`config.mk`:
```
export PLATFORM = sky130hd
export DESIGN_NAME = rtc_alarm_unit
export DESIGN_NICKNAME = d
export VERILOG_FILES = /design/src/rtl/rtc_alarm_pkg.sv /design/src/rtl/alm_field_cmp.sv /design/src/rtl/alm_match_tree.sv /design/src/rtl/alm_flag_ctl.sv /design/src/rtl/rtc_alarm_unit.sv
export SDC_FILE = /design/constraint.sdc
export NUM_CORES = 1
export LEC_CHECK = 0
export BUFFER_PORTS_ARGS = -buffer_cell sky130_fd_sc_hd__buf_4
export CORE_UTILIZATION = 24
export DETAILED_ROUTE_END_ITERATION = 7
export PLACE_DENSITY = 0.86
export SYNTH_ARGS = -nofsm -noshare
export SYNTH_HDL_FRONTEND = slang
export SYNTH_SLANG_ARGS = --single-unit
```
`constraint.sdc`:
```
create_clock -name clk -period 1.5 [get_ports clk]
set_clock_uncertainty 0.05 [all_clocks]
set_input_delay 0.15 -clock clk [delete_from_list [all_inputs] [get_ports clk]]
set_output_delay 0.15 -clock clk [all_outputs]
set_load 0.005 [all_outputs]
```
`src/rtl/rtc_alarm_pkg.sv`:
```
package rtc_alarm_pkg;
    localparam int NUM_FIELDS = 5;
    localparam int TIME_W     = 7;
    localparam int ALARM_W    = TIME_W + 1;
    localparam int SKIP_BIT   = ALARM_W - 1;
    localparam int CTL_W      = 8;
    localparam int FLAG_POS   = 6;

    typedef enum logic [2:0] {
        FLD_SEC   = 3'd0,
        FLD_MIN   = 3'd1,
        FLD_HOUR  = 3'd2,
        FLD_DATE  = 3'd3,
        FLD_MONTH = 3'd4
    } field_e;

    typedef struct packed {
        logic              skip;
        logic [TIME_W-1:0] value;
    } alarm_fld_t;

    typedef struct packed {
        logic set_ev;
        logic clr_ev;
    } flag_evt_t;

    function automatic logic field_agrees(alarm_fld_t cfg, logic [TIME_W-1:0] now);
        return cfg.skip || (cfg.value == now);
    endfunction
endpackage

```
`src/rtl/alm_field_cmp.sv`:
```
module alm_field_cmp
    import rtc_alarm_pkg::*;
#(
    parameter int TW = TIME_W
) (
    input  logic [TW:0]   cfg,
    input  logic [TW-1:0] now,
    output logic          hit
);
    alarm_fld_t fld;

    always_comb begin
        fld = alarm_fld_t'(cfg);
        hit = field_agrees(fld, now);
    end
endmodule

```
`src/rtl/alm_match_tree.sv`:
```
module alm_match_tree
    import rtc_alarm_pkg::*;
#(
    parameter int NF = NUM_FIELDS,
    parameter int TW = TIME_W,
    localparam int AW = TW + 1
) (
    input  logic [NF*TW-1:0] time_now,
    input  logic [NF*AW-1:0] alarm_cfg,
    output logic             all_hit
);
    logic [NF-1:0] hits;

    for (genvar i = 0; i < NF; i++) begin : g_fld
        alm_field_cmp #(.TW(TW)) u_cmp (
            .cfg (alarm_cfg[i*AW +: AW]),
            .now (time_now[i*TW +: TW]),
            .hit (hits[i])
        );
    end

    assign all_hit = &hits;
endmodule

```
`src/rtl/alm_flag_ctl.sv`:
```
module alm_flag_ctl
    import rtc_alarm_pkg::*;
#(
    parameter int DW   = CTL_W,
    parameter int FPOS = FLAG_POS
) (
    input  logic          clk,
    input  logic          rst,
    input  logic          tick,
    input  logic          enable,
    input  logic          match,
    input  logic          wr,
    input  logic [DW-1:0] wdata,
    output logic          flag
);
    flag_evt_t ev;

    always_comb begin
        ev.set_ev = tick && enable && match;
        ev.clr_ev = wr && !wdata[FPOS];
    end

    always_ff @(posedge clk) begin
        if (rst)            flag <= 1'b0;
        else if (ev.set_ev) flag <= 1'b1;
        else if (ev.clr_ev) flag <= 1'b0;
    end

    AST_FLAG_STICKY: assert property (@(posedge clk) disable iff (rst)
        flag && !(wr && !wdata[FPOS]) |=> flag);

    AST_SET_NEEDS_TICK_EN: assert property (@(posedge clk) disable iff (rst)
        !flag ##1 flag |-> $past(tick && enable));

    AST_CLEAR_WORKS: assert property (@(posedge clk) disable iff (rst)
        (wr && !wdata[FPOS] && !(tick && enable && match)) |=> !flag);

    AST_SET_WINS: assert property (@(posedge clk) disable iff (rst)
        (tick && enable && match) |=> flag);
endmodule

```
`src/rtl/rtc_alarm_unit.sv`:
```
module rtc_alarm_unit
    import rtc_alarm_pkg::*;
#(
    parameter int NF = NUM_FIELDS,
    parameter int TW = TIME_W,
    parameter int DW = CTL_W,
    parameter int FPOS = FLAG_POS,
    localparam int AW = TW + 1
) (
    input  logic             clk,
    input  logic             rst,
    input  logic             tick_1hz,
    input  logic [NF*TW-1:0] time_now,
    input  logic [NF*AW-1:0] alarm_cfg,
    input  logic             alarm_en,
    input  logic             ctl_wr,
    input  logic [DW-1:0]    ctl_wdata,
    output logic             alarm_flag,
    output logic             alarm_req_n
);
    logic all_hit;

    alm_match_tree #(.NF(NF), .TW(TW)) u_tree (
        .time_now  (time_now),
        .alarm_cfg (alarm_cfg),
        .all_hit   (all_hit)
    );

    alm_flag_ctl #(.DW(DW), .FPOS(FPOS)) u_flag (
        .clk    (clk),
        .rst    (rst),
        .tick   (tick_1hz),
        .enable (alarm_en),
        .match  (all_hit),
        .wr     (ctl_wr),
        .wdata  (ctl_wdata),
        .flag   (alarm_flag)
    );

    assign alarm_req_n = !alarm_flag;

    AST_NO_SET_OFF_TICK: assert property (@(posedge clk) disable iff (rst)
        !alarm_flag && !tick_1hz |=> !alarm_flag);

    AST_RESET_IDLE: assert property (@(posedge clk)
        rst |=> !alarm_flag && alarm_req_n);
endmodule

```
==> impl_summary.log, run 1 <==
INFO  metric finalSetupViolCount = 0
INFO  metric maxCapViolCount = 0
INFO  metric postRouteWirelength = approximately 1.6 mm
INFO  metric yosys.area_share.simple = roughly 16%
INFO  metric grt_pass1_vias = 645
INFO  metric power_frac_comb = 90.7%
INFO  metric ios = 90
INFO  metric largest_reg_flops = 1
INFO  metric multi_input_area = between 400 and 500 sq um
INFO  metric cp-start-kind = input pin
INFO  metric ys_warn_count = 0
INFO  metric fin_ws = 0.126 ns
INFO  metric layout.area.seq = about 20 sq um
INFO  metric number_of_antenna_violations_at_the_first_check_in_global_routing = 0
INFO  metric dp_slack = roughly 0.068 ns
INFO  metric p_int = between 200 and 250 uW
INFO  metric critPathTopFamily = compound AO/OA/AOI/OAI gates
INFO  metric final-max-slew-violation-count = 0
INFO  metric gp_congestion = about 0.62
INFO  metric netlist_top_cells_area = sky130_fd_sc_hd__xnor2_1, sky130_fd_sc_hd__xor2_1, sky130_fd_sc_hd__nand4_1
INFO  metric grt_use_total = ~14%
INFO  metric vias = 687
INFO  metric floorplan.die_area = roughly 2100 sq um
INFO  metric yosysTopAreaCellShare = between 30% and 40%
INFO  metric synthCells = 53
INFO  metric synth_top_area_cell = sky130_fd_sc_hd__xnor2_1
INFO  metric first_drt_iteration_drcs = 1
INFO  metric portion_of_the_post_synthesis_area_used_by_sequential_elements = 4.44%
INFO  metric p_leak = approximately 0.53 nW
INFO  metric cell_by_cell_listing_of_the_critical_path = buf_4 > xnor2_1 > nand4_1 > nor4_2 > o22ai_1 > o41ai_2
INFO  metric layout_area_overhead = 145%
INFO  metric synth_compound_gate_area_share = approximately a tenth
INFO  metric cpPeakStageDelay = between 0.3 and 0.4 ns
INFO  metric synth_xor_area_share = 68.1%
INFO  metric num_rows = 15
INFO  metric routed-wl-met3 = 149 um
INFO  metric n_antenna_cell = 0
INFO  metric clk_pin_slew_worst_paths = 0 ns
INFO  metric grt_setup_unrepaired = false
INFO  metric worstHoldPathType = in -> reg
INFO  metric firstDrtPassIters = 4
INFO  metric drtAntennaViolNets = 0
INFO  metric buffer_count_from_post_cts_setup_fixing = 0
INFO  metric top_regs = u_flag.flag: 1 flops
INFO  metric main_combinational_cell_family_by_area_after_synthesis = XOR/XNOR gates
INFO  metric status = complete, no violations
INFO  metric final_cell_count_no_fill = 160
INFO  metric p_per_area = between 200 and 300 nW/um^2
INFO  metric layout_worst_path_cycle_share = approximately nine tenths
INFO  metric number_of_buffer_and_inverter_stages_on_the_critical_path = 1
INFO  metric post_synthesis_share_of_cell_area_spent_on_full_adders_half_adders_and_majority_gates = 0%
INFO  metric yosys_register_bits = 1
INFO  metric critical_path.max_fanout = 1
INFO  metric setup.worst_path.end_class = register
INFO  metric initial_core_util = about 26%
INFO  metric drt-wirelength-per-cell = 9.77 um
INFO  metric muxShareOfSynthArea = 0%
INFO  metric ys_types = 12
INFO  metric worst_skew_pair.late_latency = 0 ns
INFO  metric remaining_drc_errors = 0
INFO  metric critical_path_arrival = ~1.2 ns
INFO  metric nets = roughly 230
INFO  metric port_buffers = 82
INFO  metric max_slew_margin = 81.6%
INFO  metric max_clock_freq = 728 MHz
INFO  metric vdd_ir_drop_max = approximately 150 uV
INFO  metric congestion_overflow_gr = 0
INFO  metric main_synth_ff_type = sky130_fd_sc_hd__dfxtp_1
INFO  metric route.detailed.vias_per_inst = around 4.3
INFO  metric postSynthNetCount = ~140
INFO  metric switching_component_of_the_power = 80.0 uW
INFO  metric post-dp-hpwl = approximately 1.5 mm
INFO  metric met2RoutedLength = about 940 um
INFO  metric worstMarginPinSlew = around 0.27 ns
INFO  metric r2r_cells = 3
INFO  metric drive_above_1_share = ~63%
INFO  metric cp.depth = 6
INFO  metric totalNegativeSetupSlack = 0 ns
INFO  metric sequentialPowerShare = 9.3%
INFO  metric period_minus_slack = 1.37 ns
INFO  metric synth_enable_flop_cells = 0
INFO  metric die_w = 45.3 um
INFO  metric worst_hold_path_cell_count = 3
INFO  metric grt_max_degree = 3
INFO  metric synth.top_cells.by_count = sky130_fd_sc_hd__xnor2_1, sky130_fd_sc_hd__xor2_1, sky130_fd_sc_hd__nand4_1, sky130_fd_sc_hd__nor4_1
INFO  metric wl_met1 = ~480 um
INFO  metric core_region_area = between 1500 and 2000 sq um
INFO  metric maxUsedRoutingLayer = met3
INFO  metric dp.cells = 160
INFO  metric dieHeight = 45.3 um
INFO  metric mappedNetlistArea = around 450 sq um
INFO  metric worst_path_max_delay_cell = sky130_fd_sc_hd__o41ai_2
INFO  metric max_flop_register = u_flag.flag
INFO  metric post_synth.cell_area_avg = 8.50 sq um
INFO  metric required = 1.35 ns
INFO  metric clock_power_share = 0%
INFO  metric timing.final.hold_violations = 0
INFO  metric fraction_of_power_spent_switching_nets = ~27%
INFO  metric cell_with_the_most_instances_after_synthesis = sky130_fd_sc_hd__xnor2_1
INFO  metric final.fill_count = approximately 160
INFO  metric critical_path_class = in -> reg
INFO  metric async_reset_ff_share = 0%
INFO  metric grt_pass1_wl = roughly 2.2 mm
## cell families after synthesis
logic type | after synthesis
AO/OA/AOI/OAI | 5
AND/OR/NAND/NOR | 10
buffers and inverters | 2
XOR/XNOR | 35
flip-flops | 1
## per-layer routing
layer | vias up | GRT usage, %
met4 | 0 | 0
met5 | - | 0
met3 | 0 | 0.400
met1 | 290 | 12.6
li1 | 352 | -
met2 | 45 | 33.6
## power groups by stage
stage,clock network [mW],logic [mW],registers (mW)
floorplan,0,0.0840,0.0274
global placement,0,0.259,0.0274
detailed placement,0,0.269,0.0274
CTS,0,0.270,0.0274
global route,0,0.289,0.0274
finish,0,0.268,0.0274
## cell type report
class	instances	area share (%)
inverters	2	0.680
multi-input cells	50	38.9
flip-flops and latches	1	1.81
well taps	25	2.83
repair buffers	82	55.8
## metrics by stage
step | utilization [%] | hold slack [ns] | power (mW) | cell area [sq um]
after floorplan | - | 0.277 | 0.111 | 450
after global placement | 62.9 | 0.390 | 0.286 | 1100
after detailed placement | 62.9 | 0.401 | 0.296 | 1100
after CTS | 62.9 | 0.401 | 0.298 | 1100
after global routing | 63.2 | 0.409 | 0.317 | 1100
final | 63.2 | 0.396 | 0.296 | 1100
## path summary, 6_finish.rpt
check | from | end | slack, ns
max | time_now[8] | u_flag.flag$_SDFFE_PP0P_ | 0.13
min | rst | u_flag.flag$_SDFFE_PP0P_ | 0.40
max reg2reg | u_flag.flag$_SDFFE_PP0P_ | u_flag.flag$_SDFFE_PP0P_ | 0.71
min reg2reg | u_flag.flag$_SDFFE_PP0P_ | u_flag.flag$_SDFFE_PP0P_ | 0.52
## worst reg2reg max path, delay by kind of cell (launching register included)
family	cells	cell delay (ns)
flops	1	0.30
compound gates	2	0.29
buf+inv	1	0.05
## repair_timing
item,4_1_cts,5_1_grt
hold buffers,0,0
setup endpoints to repair,0,1
gates resized for setup,0,1
## placed cells by master, fill, tap and decap left out, drive strengths merged
master,count
buf,82
xnor2,19
xor2,16
nor4,5
nand4,4
inv,2
o22ai,2
a41oi,1
nand3b,1
a211o,1
o41ai,1
dfxtp,1
(Power assumes the default switching activity.)
==> run 2: changes to the inputs <==
- CORE_UTILIZATION: 24 -> 25
- PLACE_DENSITY: 0.86 -> 0.89
- SYNTH_HIERARCHICAL: default -> 1
==> impl_summary.log, run 2 <==
INFO  metric status = complete, no violations
INFO  metric num_rows = 15 (unchanged)
INFO  metric r2r_slack = 0.87 ns (+0.16 ns)
INFO  metric cell_with_the_most_instances_after_synthesis = sky130_fd_sc_hd__xor2_1
INFO  metric postSynthNetCount = 142 (+0.71%)
INFO  metric core_utilization_of_the_finished_layout = 67.0% (+3.7 points)
INFO  metric grt_max_degree = 4 (+1)
INFO  metric timing.rr.end = u_flag/flag$_SDFFE_PP0P_
INFO  metric mappedNetlistArea = 454 sq um (+0.83%)
INFO  metric synth_top_area_cell = sky130_fd_sc_hd__xor2_1
INFO  metric grt_use_total = 15.4% (+1.4 points)
INFO  metric number_of_antenna_violations_at_the_first_check_in_global_routing = 0 (unchanged)
INFO  metric layout_worst_path_cycle_share = 93.9% (+2.3 points)
INFO  metric worstHoldPathType = in -> reg
INFO  metric drive_above_1_share = 65.4% (+2.5 points)
INFO  metric core_region_area = 1710 sq um (-2.2%)
INFO  metric top_regs = u_flag/flag: 1 flops
INFO  metric netlist_top_cells_area = sky130_fd_sc_hd__xor2_1, sky130_fd_sc_hd__xnor2_1, sky130_fd_sc_hd__a41o_1
INFO  metric synth.top_cells.by_count = sky130_fd_sc_hd__xor2_1, sky130_fd_sc_hd__xnor2_1, sky130_fd_sc_hd__a41o_1, sky130_fd_sc_hd__nor4_1
INFO  metric layout.cell_area.non_filler = 1140 sq um (+3.6%)
INFO  metric synthCells = 54 (+1.9%)
INFO  metric holdWs = 0.360 ns (-0.0360 ns)
INFO  metric remaining_drc_errors = 0 (unchanged)
INFO  metric r2r_cells = 2 (-1)
INFO  metric async_reset_ff_share = 0% (unchanged)
INFO  metric critical_path.max_fanout = 1 (unchanged)
INFO  metric final-max-slew-violation-count = 0 (unchanged)
INFO  metric post_cts_resized = 0 (unchanged)
INFO  metric dp.cells = 161 (+0.63%)
INFO  metric period_minus_slack = 1.41 ns (+0.0343 ns)
INFO  metric timing.final.hold_violations = 0 (unchanged)
INFO  metric layout_common_cells = sky130_fd_sc_hd__buf_4, sky130_fd_sc_hd__xor2_1, sky130_fd_sc_hd__xnor2_1
INFO  metric cell_by_cell_listing_of_the_critical_path = buf_4 > xor2_1 > nor4_1 > a41o_1 > nand3_2 > nor2_2 > nand4b_1 > o21ai_2
INFO  metric max_slew_margin = 82.5% (+0.94 points)
INFO  metric grt_setup_unrepaired = true
INFO  metric gp_congestion = 0.663 (+6.9%)
INFO  metric clk_pin_slew_worst_paths = 0 ns (unchanged)
INFO  metric route.detailed.vias_per_inst = 4.28 (-0.33%)
INFO  metric post_synth.cell_area_avg = 8.41 sq um (-1.0%)
INFO  metric floorplan.die_area = 1990 sq um (-3.0%)
INFO  metric finalSetupViolCount = 0 (unchanged)
INFO  metric setup.worst_path.end_class = register
INFO  metric dieHeight = 44.6 um (-1.5%)
INFO  metric yosys_register_bits = 1 (unchanged)
INFO  metric worst_skew_pair.late_latency = 0 ns (unchanged)
INFO  metric max_flop_register = u_flag/flag
INFO  metric cp-start-kind = input pin
INFO  metric drtAntennaViolNets = 0 (unchanged)
INFO  metric nets = 226 (+0.44%)
INFO  metric ctsHoldBuffers = 0 (unchanged)
INFO  metric die_w = 44.6 um (-1.5%)
INFO  metric first_drt_iteration_drcs = 4 (+3)
INFO  metric p_leak = 0.575 nW (+7.6%)
INFO  metric maxCapViolCount = 0 (unchanged)
INFO  metric congestion_overflow_gr = 0 (unchanged)
INFO  metric vdd_ir_drop_max = 188 uV (+28%)
INFO  metric main_synth_ff_type = sky130_fd_sc_hd__dfxtp_1
INFO  metric final_common_cell = sky130_fd_sc_hd__buf_4
INFO  metric layout_area_overhead = 152%
INFO  metric p_per_area = 268 nW/um^2 (about the same)
INFO  metric synth_enable_flop_cells = 0 (unchanged)
INFO  metric worstReg2RegStart = u_flag/flag$_SDFFE_PP0P_
INFO  metric grt_pass1_wl = 2.36 mm (+6.2%)
INFO  metric critical_path_class = in -> reg
INFO  metric worstMarginPinSlew = 0.260 ns (-0.0140 ns)
INFO  metric crit_path_end = u_flag/flag$_SDFFE_PP0P_
INFO  metric largest_reg_flops = 1 (unchanged)
INFO  metric max_clock_freq = 710 MHz (-2.4%)
INFO  metric ys_warn_count = 6 (+6)
INFO  metric grt_pass1_vias = 634 (-1.7%)
INFO  metric port_buffers = 82 (unchanged)
INFO  metric cpPeakStageDelay = 0.28 ns (-0.04 ns)
INFO  metric final_cell_count_no_fill = 161 (+0.63%)
INFO  metric portion_of_the_post_synthesis_area_used_by_sequential_elements = 4.41% (-0.037 points)
INFO  metric initial_core_util = 26.6% (+0.79 points)
INFO  metric buffer_count_from_post_cts_setup_fixing = 0 (unchanged)
INFO  metric ios = 90 (unchanged)
INFO  metric drt-wirelength-per-cell = 10.6 um (+8.1%)
INFO  metric n_antenna_cell = 0 (unchanged)
INFO  metric postPlaceCellArea = 1100 sq um (+0.34%)
INFO  metric required = 1.38 ns (+0.03 ns)
INFO  metric postRouteWirelength = 1.70 mm (+8.8%)
INFO  metric post-dp-hpwl = 1.57 mm (+3.0%)
INFO  metric yosysTopAreaCellShare = 38.6% (+1.6 points)
INFO  metric worst_path_max_delay_cell = sky130_fd_sc_hd__nor4_1
INFO  metric totalNegativeSetupSlack = 0 ns (unchanged)
INFO  metric critPathLaunch = time_now[1]
INFO  metric critical_path_arrival = 1.29 ns (+0.06 ns)
INFO  metric ys_types = 13 (+1)
INFO  metric firstDrtPassIters = 6 (+2)
INFO  metric vias = 689 (+0.29%)
[run 2: changes by cell type in the layout (fill, tap and decap cells not counted), sizes merged, moves of 2 or more]
cell / before / now
a41o: 0 / 5
xnor2: 19 / 15
xor2: 16 / 20
o22ai: 2 / 0
nand4: 4 / 0
[run 2: worst min path at each step]
stage,startpoint,to,slack [ns],cells after the start
after floorplan,ctl_wdata[6],u_flag/flag$_SDFFE_PP0P_,0.27,2
after global placement,ctl_wdata[6],u_flag/flag$_SDFFE_PP0P_,0.36,3
after detailed placement,ctl_wdata[6],u_flag/flag$_SDFFE_PP0P_,0.36,3
after CTS,ctl_wdata[6],u_flag/flag$_SDFFE_PP0P_,0.36,3
after global routing,ctl_wdata[6],u_flag/flag$_SDFFE_PP0P_,0.39,3
final,ctl_wdata[6],u_flag/flag$_SDFFE_PP0P_,0.36,3
[run 2: critical path: cells and delay by family]
kind,cells,cell delay [ns]
xor+xnor,1,0.15
buf+inv,1,0.11
simple gates,4,0.58
compound gates,2,0.29
[run 2: per-stage QoR]
stage          power, mW  worst slack (ns)
2_1_floorplan      0.111             0.355
3_3_place_gp       0.288             0.116
3_5_place_dp       0.296            0.0292
4_1_cts            0.297            0.0278
5_1_grt            0.328           -0.0266
6_report           0.307            0.0916
[run 2: cells by family (layout without fill, tap and decap cells)]
logic type | Yosys count | count (layout) | share of synthesized area (%)
AOI/OAI and AO/OA | 6 | 6 | 12.9
DFF | 1 | 1 | 4.41
buffers and inverters | 1 | 83 | 0.826
xor gates and xnor gates | 35 | 35 | 67.5
and+or+nand+nor | 11 | 11 | 14.3
[run 2: report_power, final]
part           internal (mW)  switching, mW  leakage [nW]
registers             0.0273       0.000123       0.00806
logic                  0.195         0.0844         0.567
clock network              0              0             0
[run 2: cell type report]
class	instances	area [sq um]
tap	25	31.3
sequential	1	20.0
timing repair buffer	82	623
inverter	1	3.75
fill	144	564
multi-input combinational	52	465
[run 2: metal layers]
metal,global-route usage (%),share of wire [%],routed length (um),up-vias
met5,0,0,0,-
met2,37.1,60,1020,46
met4,0,0,0,0
met1,12.8,28,476,291
li1,-,-,-,352
met3,2.04,12,204,0
